===== src/rtl/seg_pkg.sv =====
package seg_pkg;

  typedef enum logic [1:0] {
    SEG_EXTRA = 2'b00,
    SEG_CODE  = 2'b01,
    SEG_STACK = 2'b10,
    SEG_DATA  = 2'b11
  } segIdx_e;

  typedef enum logic [1:0] {
    ACC_CODE  = 2'b00,
    ACC_STACK = 2'b01,
    ACC_DATA  = 2'b10,
    ACC_IO    = 2'b11
  } accKind_e;

  // strobes from control to datapath
  typedef struct packed {
    logic       capture;
    logic [1:0] segSel;
    logic       bypass;
    logic       clip20;
  } segCtrl_t;

endpackage


===== src/rtl/seg_ctrl.sv =====
module seg_ctrl
  import seg_pkg::*;
(
  input  logic       reqValid,
  input  logic [1:0] reqKind,
  input  logic       reqOvrEn,
  input  logic [1:0] reqOvrIdx,
  input  logic       wrapCompat,
  output segCtrl_t   strb
);

  always_comb begin
    strb.capture = reqValid;
    strb.clip20  = wrapCompat;
    strb.bypass  = 1'b0;
    strb.segSel  = SEG_DATA;
    unique case (accKind_e'(reqKind))
      ACC_CODE:  strb.segSel = SEG_CODE;
      ACC_STACK: strb.segSel = SEG_STACK;
      ACC_DATA:  strb.segSel = reqOvrEn ? reqOvrIdx : SEG_DATA;
      ACC_IO: begin
        strb.segSel = SEG_EXTRA;
        strb.bypass = 1'b1;
      end
      default:   strb.segSel = SEG_DATA;
    endcase
  end

endmodule


===== src/rtl/seg_datapath.sv =====
module seg_datapath
  import seg_pkg::*;
#(
  parameter int SEG_W   = 16,
  parameter int OFFS_W  = 16,
  parameter int SHIFT   = 4,
  parameter int NUM_SEG = 4,
  parameter int VEC_TOP = 'h7F
) (
  input  logic                              clk,
  input  logic                              rstN,
  input  logic                              segWrEn,
  input  logic [$clog2(NUM_SEG)-1:0]        segWrIdx,
  input  logic [SEG_W-1:0]                  segWrData,
  input  logic [OFFS_W-1:0]                 reqOffset,
  input  segCtrl_t                          strb,
  output logic                              addrValid,
  output logic [SEG_W+SHIFT:0]              addrOut,
  output logic [$clog2(NUM_SEG)-1:0]        segIdxOut,
  output logic                              inVecRegion,
  output logic                              inResetRegion
);

  localparam int IDX_W   = $clog2(NUM_SEG);
  localparam int PHYS_W  = SEG_W + SHIFT;
  localparam int ADDR_W  = PHYS_W + 1;
  localparam logic [ADDR_W-1:0] RST_LAST  = ADDR_W'((64'd1 << PHYS_W) - 1);
  localparam logic [ADDR_W-1:0] RST_FIRST = RST_LAST - ADDR_W'((64'd1 << SHIFT) - 1);
  localparam logic [ADDR_W-1:0] VEC_LAST  = ADDR_W'(VEC_TOP);

  logic [SEG_W-1:0]  segRegs [NUM_SEG];
  logic [SEG_W-1:0]  selSeg;
  logic [ADDR_W-1:0] segBase;
  logic [ADDR_W-1:0] offExt;
  logic [ADDR_W-1:0] rawSum;
  logic [ADDR_W-1:0] nextAddr;
  logic              nextVec;
  logic              nextRst;

  for (genvar i = 0; i < NUM_SEG; i++) begin : g_seg
    always_ff @(posedge clk) begin
      if (!rstN) begin
        segRegs[i] <= '0;
      end else if (segWrEn && segWrIdx == IDX_W'(i)) begin
        segRegs[i] <= segWrData;
      end
    end
  end

  assign selSeg  = segRegs[strb.segSel[IDX_W-1:0]];
  assign segBase = {1'b0, selSeg, {SHIFT{1'b0}}};
  assign offExt  = {{(ADDR_W-OFFS_W){1'b0}}, reqOffset};
  assign rawSum  = segBase + offExt;

  always_comb begin
    nextAddr = strb.bypass ? offExt : rawSum;
    if (strb.clip20) begin
      nextAddr[ADDR_W-1] = 1'b0;
    end
    nextVec = !strb.bypass && (nextAddr <= VEC_LAST);
    nextRst = !strb.bypass && (nextAddr >= RST_FIRST) && (nextAddr <= RST_LAST);
  end

  always_ff @(posedge clk) begin
    if (!rstN) begin
      addrValid     <= 1'b0;
      addrOut       <= '0;
      segIdxOut     <= '0;
      inVecRegion   <= 1'b0;
      inResetRegion <= 1'b0;
    end else begin
      addrValid <= strb.capture;
      if (strb.capture) begin
        addrOut       <= nextAddr;
        segIdxOut     <= strb.segSel[IDX_W-1:0];
        inVecRegion   <= nextVec;
        inResetRegion <= nextRst;
      end
    end
  end

endmodule


===== src/rtl/seg_addr_unit.sv =====
module seg_addr_unit
  import seg_pkg::*;
#(
  parameter int SEG_W  = 16,
  parameter int OFFS_W = 16,
  parameter int SHIFT  = 4
) (
  input  logic                   clk,
  input  logic                   rstN,
  input  logic                   segWrEn,
  input  logic [1:0]             segWrIdx,
  input  logic [SEG_W-1:0]       segWrData,
  input  logic                   reqValid,
  input  logic [OFFS_W-1:0]      reqOffset,
  input  logic [1:0]             reqKind,
  input  logic                   reqOvrEn,
  input  logic [1:0]             reqOvrIdx,
  input  logic                   wrapCompat,
  output logic                   addrValid,
  output logic [SEG_W+SHIFT:0]   addrOut,
  output logic [1:0]             segIdxOut,
  output logic                   inVecRegion,
  output logic                   inResetRegion
);

  segCtrl_t strb;

  seg_ctrl u_ctrl (
    .reqValid   (reqValid),
    .reqKind    (reqKind),
    .reqOvrEn   (reqOvrEn),
    .reqOvrIdx  (reqOvrIdx),
    .wrapCompat (wrapCompat),
    .strb       (strb)
  );

  seg_datapath #(
    .SEG_W   (SEG_W),
    .OFFS_W  (OFFS_W),
    .SHIFT   (SHIFT),
    .NUM_SEG (4),
    .VEC_TOP ('h7F)
  ) u_dp (
    .clk           (clk),
    .rstN          (rstN),
    .segWrEn       (segWrEn),
    .segWrIdx      (segWrIdx),
    .segWrData     (segWrData),
    .reqOffset     (reqOffset),
    .strb          (strb),
    .addrValid     (addrValid),
    .addrOut       (addrOut),
    .segIdxOut     (segIdxOut),
    .inVecRegion   (inVecRegion),
    .inResetRegion (inResetRegion)
  );

endmodule


===== config.mk =====
export PLATFORM = sky130hd
export DESIGN_NAME = seg_addr_unit
export DESIGN_NICKNAME = d
export VERILOG_FILES = /design/src/rtl/seg_pkg.sv /design/src/rtl/seg_ctrl.sv /design/src/rtl/seg_datapath.sv /design/src/rtl/seg_addr_unit.sv
export SDC_FILE = /design/constraint.sdc
export NUM_CORES = 1
export LEC_CHECK = 0
export ABC_AREA = 1
export BUFFER_PORTS_ARGS = -buffer_cell sky130_fd_sc_hd__buf_2
export CORE_MARGIN = 5
export CORE_UTILIZATION = 45
export CTS_CLUSTER_SIZE = 10
export DETAILED_ROUTE_END_ITERATION = 10
export PLACE_DENSITY_LB_ADDON = 0.25
export SLEW_MARGIN = 20
export SYNTH_ARGS = -nofsm -noshare
export SYNTH_HDL_FRONTEND = slang
export SYNTH_SLANG_ARGS = --single-unit

===== constraint.sdc =====
create_clock -name clk -period 2.8 [get_ports clk]
set_clock_uncertainty 0.05 [all_clocks]
set_input_delay 0.42 -clock clk [delete_from_list [all_inputs] [get_ports clk]]
set_output_delay 0.42 -clock clk [all_outputs]
set_load 0.1 [all_outputs]

Word-level counts from Yosys, hierarchy flattened --
Memories as Yosys holds them, arrays and structs flattened. Cells that the tools add are included.
Storage, ports and cells: input bits 44, word-level logic and storage cells 52, memories 1, register bits after elaboration 26, bits in writable memories 64
Operators by class: muxes and demuxes 22, bitwise operators 4, add/subtract/negate cells 1, reductions and logical operators 10, magnitude comparators 3, eq/ne operators 6
Memories:
- u_dp.segRegs | depth 4, width 16, read ports 1, clocked after Yosys merged registers in 0, wr ports 4, RTL line seg_datapath.sv:31 | logic [SEG_W-1:0] segRegs [NUM_SEG];
Operators by type and width (number):
- $mux W16 | 4
- $add A20 B16 Y21 | 1
- $ge A21 B20 Y1 const B | 1
- $le A21 B20 Y1 const B | 1
- $le A21 B7 Y1 const B | 1
- $mux W21 | 1
- $mux W1 | 15
- $eq A2 B2 Y1 const B | 4
- $pmux W2 S4 | 1
- $logic_and A1 B1 Y1 | 7
- $eq A2 B1 Y1 const B | 2
- $logic_not A2 Y1 | 2
- $or A1 B1 Y1 | 4
- $mux W2 | 1
- $logic_not A1 Y1 | 1

Depth between registers and ports, before layout --
Gate-level depths: netlist (run 1). An unclocked memory read counts as a cell.
depth in word-level cells 9, depth in mapped cells 25

Hierarchy --
A second synthesis (run 1) with hierarchy kept.
Second synthesis, totals: cell total of the unflattened synthesis 602, area total of the unflattened synthesis 4852.2 µm²
Modules (own cells, without submodules):
- seg_datapath | area an instance 4792.1 µm², seq. area each 2442.3 µm², cells each 588, instances 1
- seg_ctrl | area an instance 60.1 µm², seq. area each 0.0 µm², cells each 14, instances 1

Least setup slack after synthesis (run 1) --
OpenSTA, ideal clock, no wires.
path type input to register, start input reqOvrIdx[0], end register u_dp.inResetRegion, setup slack -0.210 ns, arrival time 2.899 ns, path buffers 2, stages 23, library setup time 0.061 ns, cells stage by stage inv_1 > nand3_2 > nand2_4 > buf_8 > clkbuf_1 > nor2_1 > o22ai_1 > ha_1 > inv_1 > fa_1 > inv_1 > nand3_1 > nand2_1 > nand4_1 > nand3_1 > inv_1 > o21ai_1 > nand3_2 > inv_1 > nand2_1 > nor2_1 > nand2_1 > nand2_1
Between the ends: word-level cells in the longest chain between the ends 9, elaborated cells on any way between the ends 10, those cells by class 1 x add/sub; 2 x order compare; 4 x mux; 2 x reduce/logical; 1 x memory
Ends and longest elaborated chain:
- from (decl) | RTL line seg_addr_unit.sv:17 | input logic [1:0] reqOvrIdx,
- $mux W2 * | RTL line seg_ctrl.sv:20 | ACC_DATA: strb.segSel = reqOvrEn ? reqOvrIdx : SEG_DATA;
- $pmux W2 S4 * | RTL line seg_ctrl.sv:17 | unique case (accKind_e'(reqKind))
- $mem_v2 Z4 W16 *
- $add A20 B16 Y21 * | RTL line seg_datapath.sv:53 | assign rawSum = segBase + offExt;
- $mux W21 * | RTL line seg_datapath.sv:56 | nextAddr = strb.bypass ? offExt : rawSum;
- $mux W1 | RTL line seg_datapath.sv:57 | if (strb.clip20) begin
- $ge A21 B20 Y1 | RTL line seg_datapath.sv:61 | nextRst = !strb.bypass && (nextAddr >= RST_FIRST) && (nextAddr <= RST_LAST);
- $logic_and A1 B1 Y1 | RTL line seg_datapath.sv:61
- $logic_and A1 B1 Y1 * | RTL line seg_datapath.sv:61
- to (signal assigned) | RTL line seg_datapath.sv:77 | inResetRegion <= nextRst;
- to (decl) | RTL line seg_datapath.sv:21 | output logic inResetRegion
Mark *: on every way between the ends. The rest lies on a longest branch, timed or not. A chain may end at the register's enable or synchronous reset.

Worst setup path after layout (run 1) --
start input reqKind[1], end register u_dp.inResetRegion
Between the ends: word-level cells in the longest chain between the ends 9, elaborated cells on any way between the ends 15, those cells by class 1 x add/sub; 2 x order compare; 3 x eq/ne; 4 x mux; 4 x reduce/logical; 1 x memory
Ends and longest elaborated chain:
- from (decl) | RTL line seg_addr_unit.sv:15 | input logic [1:0] reqKind,
- $eq A2 B2 Y1, or another cell as far along | RTL line seg_ctrl.sv:17
- $pmux W2 S4 | RTL line seg_ctrl.sv:17
- $mem_v2 Z4 W16
- $add A20 B16 Y21 | RTL line seg_datapath.sv:53
- $mux W21 | RTL line seg_datapath.sv:56
- $mux W1 | RTL line seg_datapath.sv:57
- $ge A21 B20 Y1 | RTL line seg_datapath.sv:61
- $logic_and A1 B1 Y1 | RTL line seg_datapath.sv:61
- $logic_and A1 B1 Y1 * | RTL line seg_datapath.sv:61
Marks and branches as above.

==> flow_metrics.py, run 1 <==
metrics = {
    "outcome": {
        "status": "finished clean",
    },
    "synth": {
        "synthDistinctLibCells": 29,
        "seq_area_frac_synth_pct": 51.1,
        "ys_ff_latch": 90,
        "ys.warnings.count": 0,
        "syn_area_um2": 4780,
        "syn_nets": 644,
        "postSynthAreaPerCell_um2": 8.15,
        "syn_inst": 587,
    },
    "floorplanning": {
        "die_w_um": 113,
        "dieArea_um2": 12800,
        "io_pins": 70,
        "dieHeight_um": 113,
        "core-area_um2": 10400,
        "start_util_pct": 46.1,
        "num_rows": 37,
    },
    "global_routing": {
        "grt_pass1_vias": 4097,
        "grt_max_degree": 27,
        "grt_pass1_wl_um": 19000,
        "antenna_found_initial": 0,
        "gr-usage-all-layers_pct": 18.7,
        "grt-ovfl-total": 0,
    },
    "setup_path": {
        "path_common_cell": "nand2_1",
        "required_ns": 3.08,
        "path_depth": 22,
        "worstPathArrival_ns": 2.93,
        "slowest_delay_ns": 0.35,
        "worstSetupEndpointType": "flip-flop",
        "critPathSlowestCell": "ha_1",
        "crit_type": "in -> reg",
        "start_kind": "primary input",
        "worstPathMaxFanout": 8,
        "path_buf_inv": 3,
        "cp_top_family": "simple AND/OR/NAND/NOR gates",
        "r2r_cells": 19,
        "cp_cell_sequence": "buf_6 > inv_2 > nand2_2 > nand2_2 > nor2_4 > buf_12 > o21ai_0 > o22ai_1 > ha_1 > nand2_2 > nor2_1 > nor2_1 > nand3_1 > nand2_1 > nand3_1 > nand2_1 > nand2_1 > nor2_1 > nand2_1 > nor2_1 > nand2_1 > nand2_1",
    },
    "finish": {
        "drive_above_1_share_pct": 31.3,
        "fillCellCount": 941,
        "final_net_count": 768,
        "areaGrowthSynthToFinish_pct": 28.7,
        "num_antenna_cells": 0,
        "fin_util_pct": 59.4,
        "design_area_um2": 6150,
    },
    "route": {
        "drt-initial-drc-count": 305,
        "vias_per_cell": 5.02,
        "routedWlPerCell_um": 14.2,
        "drc": 0,
        "routed-via-count": 4276,
        "routed_wirelength_um": 12100,
        "ant_nets": 0,
        "first_pass_iters": 5,
    },
    "timing": {
        "setup-tns-final_ns": 0,
        "tightest_slew_ns": 0.794,
        "fin_crit_ns": 2.65,
        "slew-limit-headroom_pct": 46.9,
        "slew_violations": 0,
        "max_freq_ghz": 0.377,
        "finalCritPeriodShare_pct": 94.7,
        "setup_viol_count_final": 0,
        "hold_violations": 0,
    },
    "clocking": {
        "cts_sinks": 90,
        "cts_root_buffer": "clkbuf_8",
        "cts_buffers": 9,
        "clk_latency_ns": 0.38,
        "cts_tree": "done",
        "clkTransAtPathRegs_ns": 0.10,
        "clockBufferDepth": 2,
        "htree_levels": 3,
    },
    "placed_design": {
        "placed_area_um2": 5630,
        "gp_congestion": 0.862,
        "port_buffers": 69,
        "hpwlAfterDp_um": 8570,
    },
    "power_and_ir_drop": {
        "power_density_nw_per_um2": 604,
        "power_uw": 3720,
        "leakage_uw": 0.00291,
        "irDropWorstVdd_mv": 0.273,
    },
    "flow_run": {
        "drv_cap": 0,
    },
    "hold_path": {
        "min_path_cells": 2,
        "hold_class": "in -> reg",
    },
}
## synthesized netlist by cell type (all sizes together)
cell type	instances	area share, %
nand2	123	10
nor2	113	9.2
inv	78	6.1
edfxtp	64	40
nand3	53	6.1
o21ai	48	5.0
dfxtp	26	11
clkbuf	16	1.3
ha	12	3.1
nand4	12	1.6
o22ai	11	1.4
or2	8	1.0
a21oi	7	0.73
a22o	4	0.73
buf	3	0.52
nand3b	3	0.47
o211ai	2	0.31
a31oi	1	0.13
a32oi	1	0.18
fa	1	0.42
o21bai	1	0.16
## sequential cells by signal (all words and copies together), names as in the netlist
| register | count |
|---|---|
| u_dp.addrOut | 21 |
| u_dp.addrValid | 1 |
| u_dp.inResetRegion | 1 |
| u_dp.inVecRegion | 1 |
| u_dp.segIdxOut | 2 |
| u_dp.segRegs | 64 |
## worst paths after layout
| check | startpoint | to | slack [ns] |
|---|---|---|---|
| setup / recovery | reqKind[1] | u_dp.inResetRegion | 0.15 |
| hold / removal | reqOffset[2] | u_dp.addrOut[2] | 0.21 |
| setup reg to reg | u_dp.segRegs[1][1] | u_dp.inResetRegion | 0.28 |
| hold reg to reg | u_dp.addrOut[8] | u_dp.addrOut[8] | 0.41 |
## what timing repair did
action	CTS	global route
gates cloned	0	1
setup buffers	0	13
hold buffers	0	0
resized for setup	1	67
pin swaps	0	29
setup endpoints to repair	1	11
## kinds of logic (layout without fill, tap and decap cells)
logic type               count (synthesis)  in the layout  synth area share, %
AO/OA/AOI/OAI                           75             75                 8.71
AND/OR/NAND/NOR                        312            313                 28.8
buffers and inverters                   97            225                 7.90
adder cells (fa/ha/maj)                 13             13                 3.56
flip-flops                              90             90                 51.1
## worst reg2reg max path, stage by stage, from the launching register on
cell and delay [ns]:
edfxtp_1 0.37, or2_2 0.31, a32oi_2 0.18, buf_4 0.16, inv_1 0.06, ha_4 0.27, nand3_2 0.08, nand2_2 0.10
nand2_1 0.08, nand2_1 0.09, nand2_1 0.08, nand3_1 0.08, nand3_1 0.08, nand2_1 0.09, nand2_1 0.06, nor2_1 0.09
nand2_1 0.06, nor2_1 0.09, nand2_1 0.05, nand2_1 0.05
## power by group
group,switching [µW],internal (µW)
combinational,782,425
clock,516,432
sequential,34.8,1530
total,1330,2390
## final cells by class
type	count	area (µm²)	share of cell area (%)
Sequential cell	90	2440	39.7
Multi-Input combinational cell	401	2180	35.4
Tap cell	136	170	2.76
Timing Repair Buffer	131	851	13.8
Clock inverter	7	82.6	1.34
Inverter	78	305	4.96
Clock buffer	9	124	2.01
## through the flow
| stage | instances | hold WS (ns) | setup slack [ns] |
|---|---|---|---|
| global route | 852 | 0.206 | -0.0436 |
| finish | 852 | 0.207 | 0.147 |
| global placement | 822 | 0.386 | -0.314 |
| floorplan | 587 | 0.509 | 0.000241 |
| CTS | 838 | 0.195 | 0.00331 |
| detailed placement | 822 | 0.391 | -0.413 |
## per-layer routing
metal	wire length [µm]	global-route usage, %	vias up
met4	275	8.09	0
met3	641	2.94	23
met1	5110	22.1	1935
met5	0	0	-
met2	6030	33.4	138
li1	-	-	2180
## layout by cell type (no fill, tap or decap), types with 12 or more instances in the layout
master,n
nand4_1,12
nand2_1,101
inv_1,69
o21ai_0,39
buf_4,57
buf_2,67
nand3_2,12
edfxtp_1,64
dfxtp_1,26
nor2_1,101
nand3_1,39
nand2_2,18
Power figures use the tool's default switching activity.
==> run 2, diff against run 1 <==
--- a/config.mk
+++ b/config.mk
@@ -8,7 +8,7 @@
 export ABC_AREA = 1
 export BUFFER_PORTS_ARGS = -buffer_cell sky130_fd_sc_hd__buf_2
 export CORE_MARGIN = 5
-export CORE_UTILIZATION = 45
+export CORE_UTILIZATION = 52
 export CTS_CLUSTER_SIZE = 10
 export DETAILED_ROUTE_END_ITERATION = 10
 export PLACE_DENSITY_LB_ADDON = 0.25
==> run 2 against run 1 <==
Critical path depth increased by 1. Fmax decreased by 2.4%. Largest cell class unchanged. Utilization increased by 7.2 points. Sequential share of layout area increased by 0.58 points. Power about the same. Routed wire length increased by 1.0%. Non-clock buffer count decreased by 11. Largest power group unchanged. Global-route usage increased by 2.6 points. Via count increased by 1.0%. Clock power increased by 4.1%.
==> flow_metrics.py, run 2 (synthesis results as in run 1) <==
metrics = {
    "timing": {
        "hold_violations": 0,
        "worst_slack_ns": 0.0809,
        "max_freq_ghz": 0.368,
        "grt_setup_unrepaired": "true",
        "setup-tns-final_ns": 0,
        "slew-limit-headroom_pct": 46.0,
        "slew_violations": 0,
        "tightest_slew_ns": 0.808,
        "setup_viol_count_final": 0,
        "finalCritPeriodShare_pct": 97.1,
        "fin_crit_ns": 2.72,
    },
    "setup_path": {
        "slowest_delay_ns": 0.37,
        "cp_top_family": "simple AND/OR/NAND/NOR gates",
        "crit_type": "in -> reg",
        "path_buf_inv": 3,
        "path_common_cell": "nand2_1",
        "start_kind": "primary input",
        "worstPathArrival_ns": 2.99,
        "required_ns": 3.07,
        "critPathSlowestCell": "ha_1",
        "worstSetupEndpointType": "flip-flop",
        "worstPathMaxFanout": 20,
        "cp_cell_sequence": "buf_2 > inv_2 > nand3_4 > nand2_8 > buf_4 > nor2_1 > o22ai_1 > ha_1 > nand2_1 > nand2_1 > nand2_1 > nand2_1 > nand2_1 > nand3_1 > nand2_2 > nand2_2 > nand3_1 > nand2_1 > nand2_1 > nand2_1 > nor2_1 > nand3_1 > nand2_1",
    },
    "finish": {
        "final_net_count": 756,
        "design_area_um2": 6070,
        "layout_commonest_cell": "nor2_1",
        "largest_register_ffs": 64,
        "num_antenna_cells": 0,
        "largest_register": "u_dp.segRegs",
        "top_regs": "u_dp.segRegs: 64 flops, u_dp.addrOut: 21 flops, u_dp.segIdxOut: 2 flops",
        "areaGrowthSynthToFinish_pct": 26.8,
        "final_cell_mix": "nor2_1 (107), nand2_1 (98), inv_1 (71)",
        "fillCellCount": 769,
        "multi_input_area_um2": 2150,
        "ff_latch_area_um2": 2440,
        "fin_util_pct": 66.6,
        "drive_above_1_share_pct": 29.3,
    },
    "power_and_ir_drop": {
        "power_density_nw_per_um2": 614,
        "irDropWorstVdd_mv": 0.255,
        "leakage_uw": 0.00287,
    },
    "clocking": {
        "cts_buffers": 9,
        "cts_sinks": 90,
        "clockBufferDepth": 2,
        "cts_tree": "done",
        "cts_root_buffer": "clkbuf_8",
        "clkTransAtPathRegs_ns": 0.10,
        "clk_latency_ns": 0.37,
        "htree_levels": 3,
    },
    "global_routing": {
        "grt_pass1_wl_um": 19100,
        "antenna_found_initial": 0,
        "grt_max_degree": 27,
        "grt-ovfl-total": 0,
        "gr-usage-all-layers_pct": 21.3,
        "grt_pass1_vias": 4182,
    },
    "placed_design": {
        "gp_congestion": 0.845,
        "port_buffers": 69,
        "placed_area_um2": 5570,
        "dpl_worst_slack_ns": -0.353,
        "hpwlAfterDp_um": 8570,
    },
    "floorplanning": {
        "dieArea_um2": 11200,
        "core-area_um2": 9110,
        "io_pins": 70,
        "die_w_um": 106,
        "start_util_pct": 52.5,
        "dieHeight_um": 106,
        "num_rows": 35,
    },
    "flow_run": {
        "drv_cap": 0,
    },
    "route": {
        "routed-via-count": 4320,
        "ant_nets": 0,
        "routedWlPerCell_um": 14.9,
        "drt-initial-drc-count": 206,
        "drc": 0,
        "first_pass_iters": 5,
        "routed_wirelength_um": 12200,
        "vias_per_cell": 5.30,
    },
    "outcome": {
        "status": "finished clean",
    },
    "hold_path": {
        "hold_class": "in -> reg",
    },
}
[run 2: metal layers]
| metal | track usage [%] | part of all wire [%] |
|---|---|---|
| met1 | 25.8 | 43 |
| met2 | 38.3 | 51 |
| met3 | 3.22 | 5.2 |
| met4 | 7.68 | 1.6 |
| met5 | 0 | 0 |
[run 2: path summary, 6_finish.rpt]
| path | endpoint | cells past startpoint | startpoint | slack, ns |
|---|---|---|---|---|
| min | u_dp.addrOut[2] | 2 | reqOffset[2] | 0.22 |
| min reg2reg | u_dp.inVecRegion | 2 | u_dp.inVecRegion | 0.41 |
| max | u_dp.inVecRegion | 23 | reqOvrIdx[0] | 0.08 |
| max reg2reg | u_dp.inResetRegion | 15 | u_dp.segRegs[1][1] | 0.23 |
[run 2: timing repair]
item	4_1_cts	5_1_grt
buffers inserted	1	5
pin swaps	2	34
endpoints found under the setup margin	1	7
resized for setup	0	63
cloned	0	1
hold buffers	0	0
[run 2: metrics by stage]
stage	cells	power, µW	hold WS [ns]
5_1_grt	815	3900	0.220
3_5_place_dp	792	2660	0.389
2_1_floorplan	587	2340	0.509
3_3_place_gp	792	2630	0.383
6_report	815	3720	0.219
4_1_cts	809	3630	0.215
[run 2: layout make-up]
type / instances / share of cell area, %
Clock buffer: 9 / 2.04
Inverter: 78 / 5.03
Timing Repair Buffer: 120 / 13.4
Multi-Input combinational cell: 400 / 35.4
Clock inverter: 7 / 1.57
Tap cell: 111 / 2.29
Sequential cell: 90 / 40.3
[run 2: power by group]
group	leakage [µW]	switching, µW	internal, µW
Combinational	0.00192	780	395
Clock	0.000111	546	441
Sequential	0.000844	33.0	1530
==> run 3, diff against run 2 <==
--- a/config.mk
+++ b/config.mk
@@ -11,7 +11,7 @@
 export CORE_UTILIZATION = 52
 export CTS_CLUSTER_SIZE = 10
 export DETAILED_ROUTE_END_ITERATION = 10
-export PLACE_DENSITY_LB_ADDON = 0.25
+export PLACE_DENSITY = 0.87
 export SLEW_MARGIN = 20
 export SYNTH_ARGS = -nofsm -noshare
 export SYNTH_HDL_FRONTEND = slang
==> run 3 against run 2 <==
Utilization up 0.25 points. Cell count rose by 1.6%. Clock power is 10% lower. Die area unchanged. Largest cell class unchanged.
==> flow_metrics.py, run 3 (synthesis results as in run 1) <==
metrics = {
    "power_and_ir_drop": {
        "power_uw": 3650,
        "leakage_uw": 0.00291,
        "irDropWorstVdd_mv": 0.285,
        "power_density_nw_per_um2": 600,
    },
    "global_routing": {
        "grt_pass1_vias": 4139,
        "gr-usage-all-layers_pct": 21.3,
        "grt_max_degree": 27,
        "antenna_found_initial": 0,
        "grt_pass1_wl_um": 19000,
        "grt-ovfl-total": 0,
    },
    "setup_path": {
        "required_ns": 3.07,
        "worstSetupEndpointType": "flip-flop",
        "start_kind": "primary input",
        "path_common_cell": "nand2_1",
        "crit_type": "in -> reg",
        "worstPathArrival_ns": 2.92,
        "slowest_delay_ns": 0.41,
        "worstPathMaxFanout": 12,
        "critPathSlowestCell": "ha_1",
        "cp_cell_sequence": "buf_2 > inv_2 > nand3_4 > nand2_8 > inv_6 > buf_4 > o21ai_2 > o22ai_1 > ha_1 > nand2_2 > nor2_2 > nand2_1 > nand2_1 > nand2_1 > nand2_1 > nand2_1 > nand3_1 > nand2_1 > buf_4 > inv_1 > nand2_1 > nor2_1 > nand3_1 > nand2_1",
    },
    "finish": {
        "final_cells": 828,
        "num_antenna_cells": 0,
        "areaGrowthSynthToFinish_pct": 27.3,
        "fin_util_pct": 66.8,
        "drive_above_1_share_pct": 29.4,
        "largest_register_ffs": 64,
        "final_net_count": 769,
        "top_regs": "u_dp.segRegs: 64 flops, u_dp.addrOut: 21 flops, u_dp.segIdxOut: 2 flops",
        "largest_register": "u_dp.segRegs",
        "final_cell_mix": "nand2_1 (108), nor2_1 (104), inv_1 (71)",
        "fillCellCount": 676,
        "layout_commonest_cell": "nand2_1",
    },
    "timing": {
        "slew-limit-headroom_pct": 46.8,
        "hold_violations": 0,
        "tightest_slew_ns": 0.796,
        "max_freq_ghz": 0.376,
        "timing.hold.ws_ns": 0.220,
        "setup-tns-final_ns": 0,
        "grt_setup_unrepaired": "true",
        "finalCritPeriodShare_pct": 95.0,
        "fin_crit_ns": 2.66,
        "setup_viol_count_final": 0,
        "slew_violations": 0,
    },
    "route": {
        "vias_per_cell": 5.36,
        "route.met3.wl_um": 971,
        "drc": 0,
        "drt-initial-drc-count": 311,
        "ant_nets": 0,
        "routed-via-count": 4437,
        "first_pass_iters": 5,
        "met1_length_um": 5090,
        "routed.top_layer": "met4",
        "routedWlPerCell_um": 15.1,
        "dr_wl_met2_um": 6170,
        "routed_wirelength_um": 12500,
    },
    "clocking": {
        "cts_sinks": 90,
        "cts_root_buffer": "clkbuf_8",
        "cts_tree": "done",
        "cts_buffers": 9,
        "clk_latency_ns": 0.37,
        "clkTransAtPathRegs_ns": 0.09,
        "clockBufferDepth": 2,
        "htree_levels": 3,
    },
    "floorplanning": {
        "dieArea_um2": 11200,
        "die_w_um": 106,
        "core-area_um2": 9110,
        "num_rows": 35,
        "dieHeight_um": 106,
        "start_util_pct": 52.5,
        "io_pins": 70,
    },
    "flow_run": {
        "drv_cap": 0,
    },
    "placed_design": {
        "port_buffers": 69,
        "hpwlAfterDp_um": 8660,
        "dp.cells": 793,
        "gp_congestion": 0.888,
    },
    "outcome": {
        "status": "finished clean",
    },
    "hold_path": {
        "hold_class": "in -> reg",
    },
}
==> run 3: stage by stage <==
step | instance area [µm²] | worst slack [ns]
floorplan | 4860 | 0.000241
global placement | 5550 | -0.179
detailed placement | 5550 | -0.296
CTS | 5740 | 0.0449
global route | 6090 | -0.115
finish | 6090 | 0.140
==> run 3: path summary, 6_finish.rpt <==
kind / startpoint / end / slack [ns] / cells after the start
min: reqOffset[2] / u_dp.addrOut[2] / 0.22 / 2
min reg2reg: u_dp.inResetRegion / u_dp.inResetRegion / 0.41 / 2
max reg2reg: u_dp.segRegs[1][1] / u_dp.inVecRegion / 0.18 / 20
max: reqOvrIdx[0] / u_dp.inVecRegion / 0.14 / 24
==> run 3: cell type report <==
class                      instances  area, µm²  share of cell area (%)
clock inverter                     4       52.6                   0.863
timing repair buffer             133        875                    14.4
sequential                        90       2440                    40.1
multi-input combinational        400       2140                    35.1
inverter                          78        308                    5.06
tap                              111        139                    2.28
clock buffer                      12        135                    2.22
==> run 3: repair_timing <==
item / 4_1_cts / 5_1_grt
buffers inserted: 0 / 18
setup endpoints to repair: 0 / 11
gates resized for setup: 0 / 66
hold buffers: 0 / 0
hold endpoints to repair: 0 / 0
==> run 3: routing by layer <==
| layer | up-vias | track usage [%] |
|---|---|---|
| met3 | 26 | 3.89 |
| met5 | - | 0 |
| met1 | 2017 | 25.4 |
| li1 | 2186 | - |
| met2 | 208 | 37.6 |
| met4 | 0 | 9.25 |
==> run 3: critical path: cells and delay by family <==
kind / cells / cell delay, ns
simple gates: 15 / 1.22
buf+inv: 6 / 0.60
fa+ha+maj: 1 / 0.41
compound gates: 2 / 0.26
==> run 3: report_power, final <==
part | switching (µW) | internal (µW) | leakage, µW
logic | 786 | 413 | 0.00197
clock network | 468 | 416 | 0.0000945
registers | 37.2 | 1530 | 0.000844
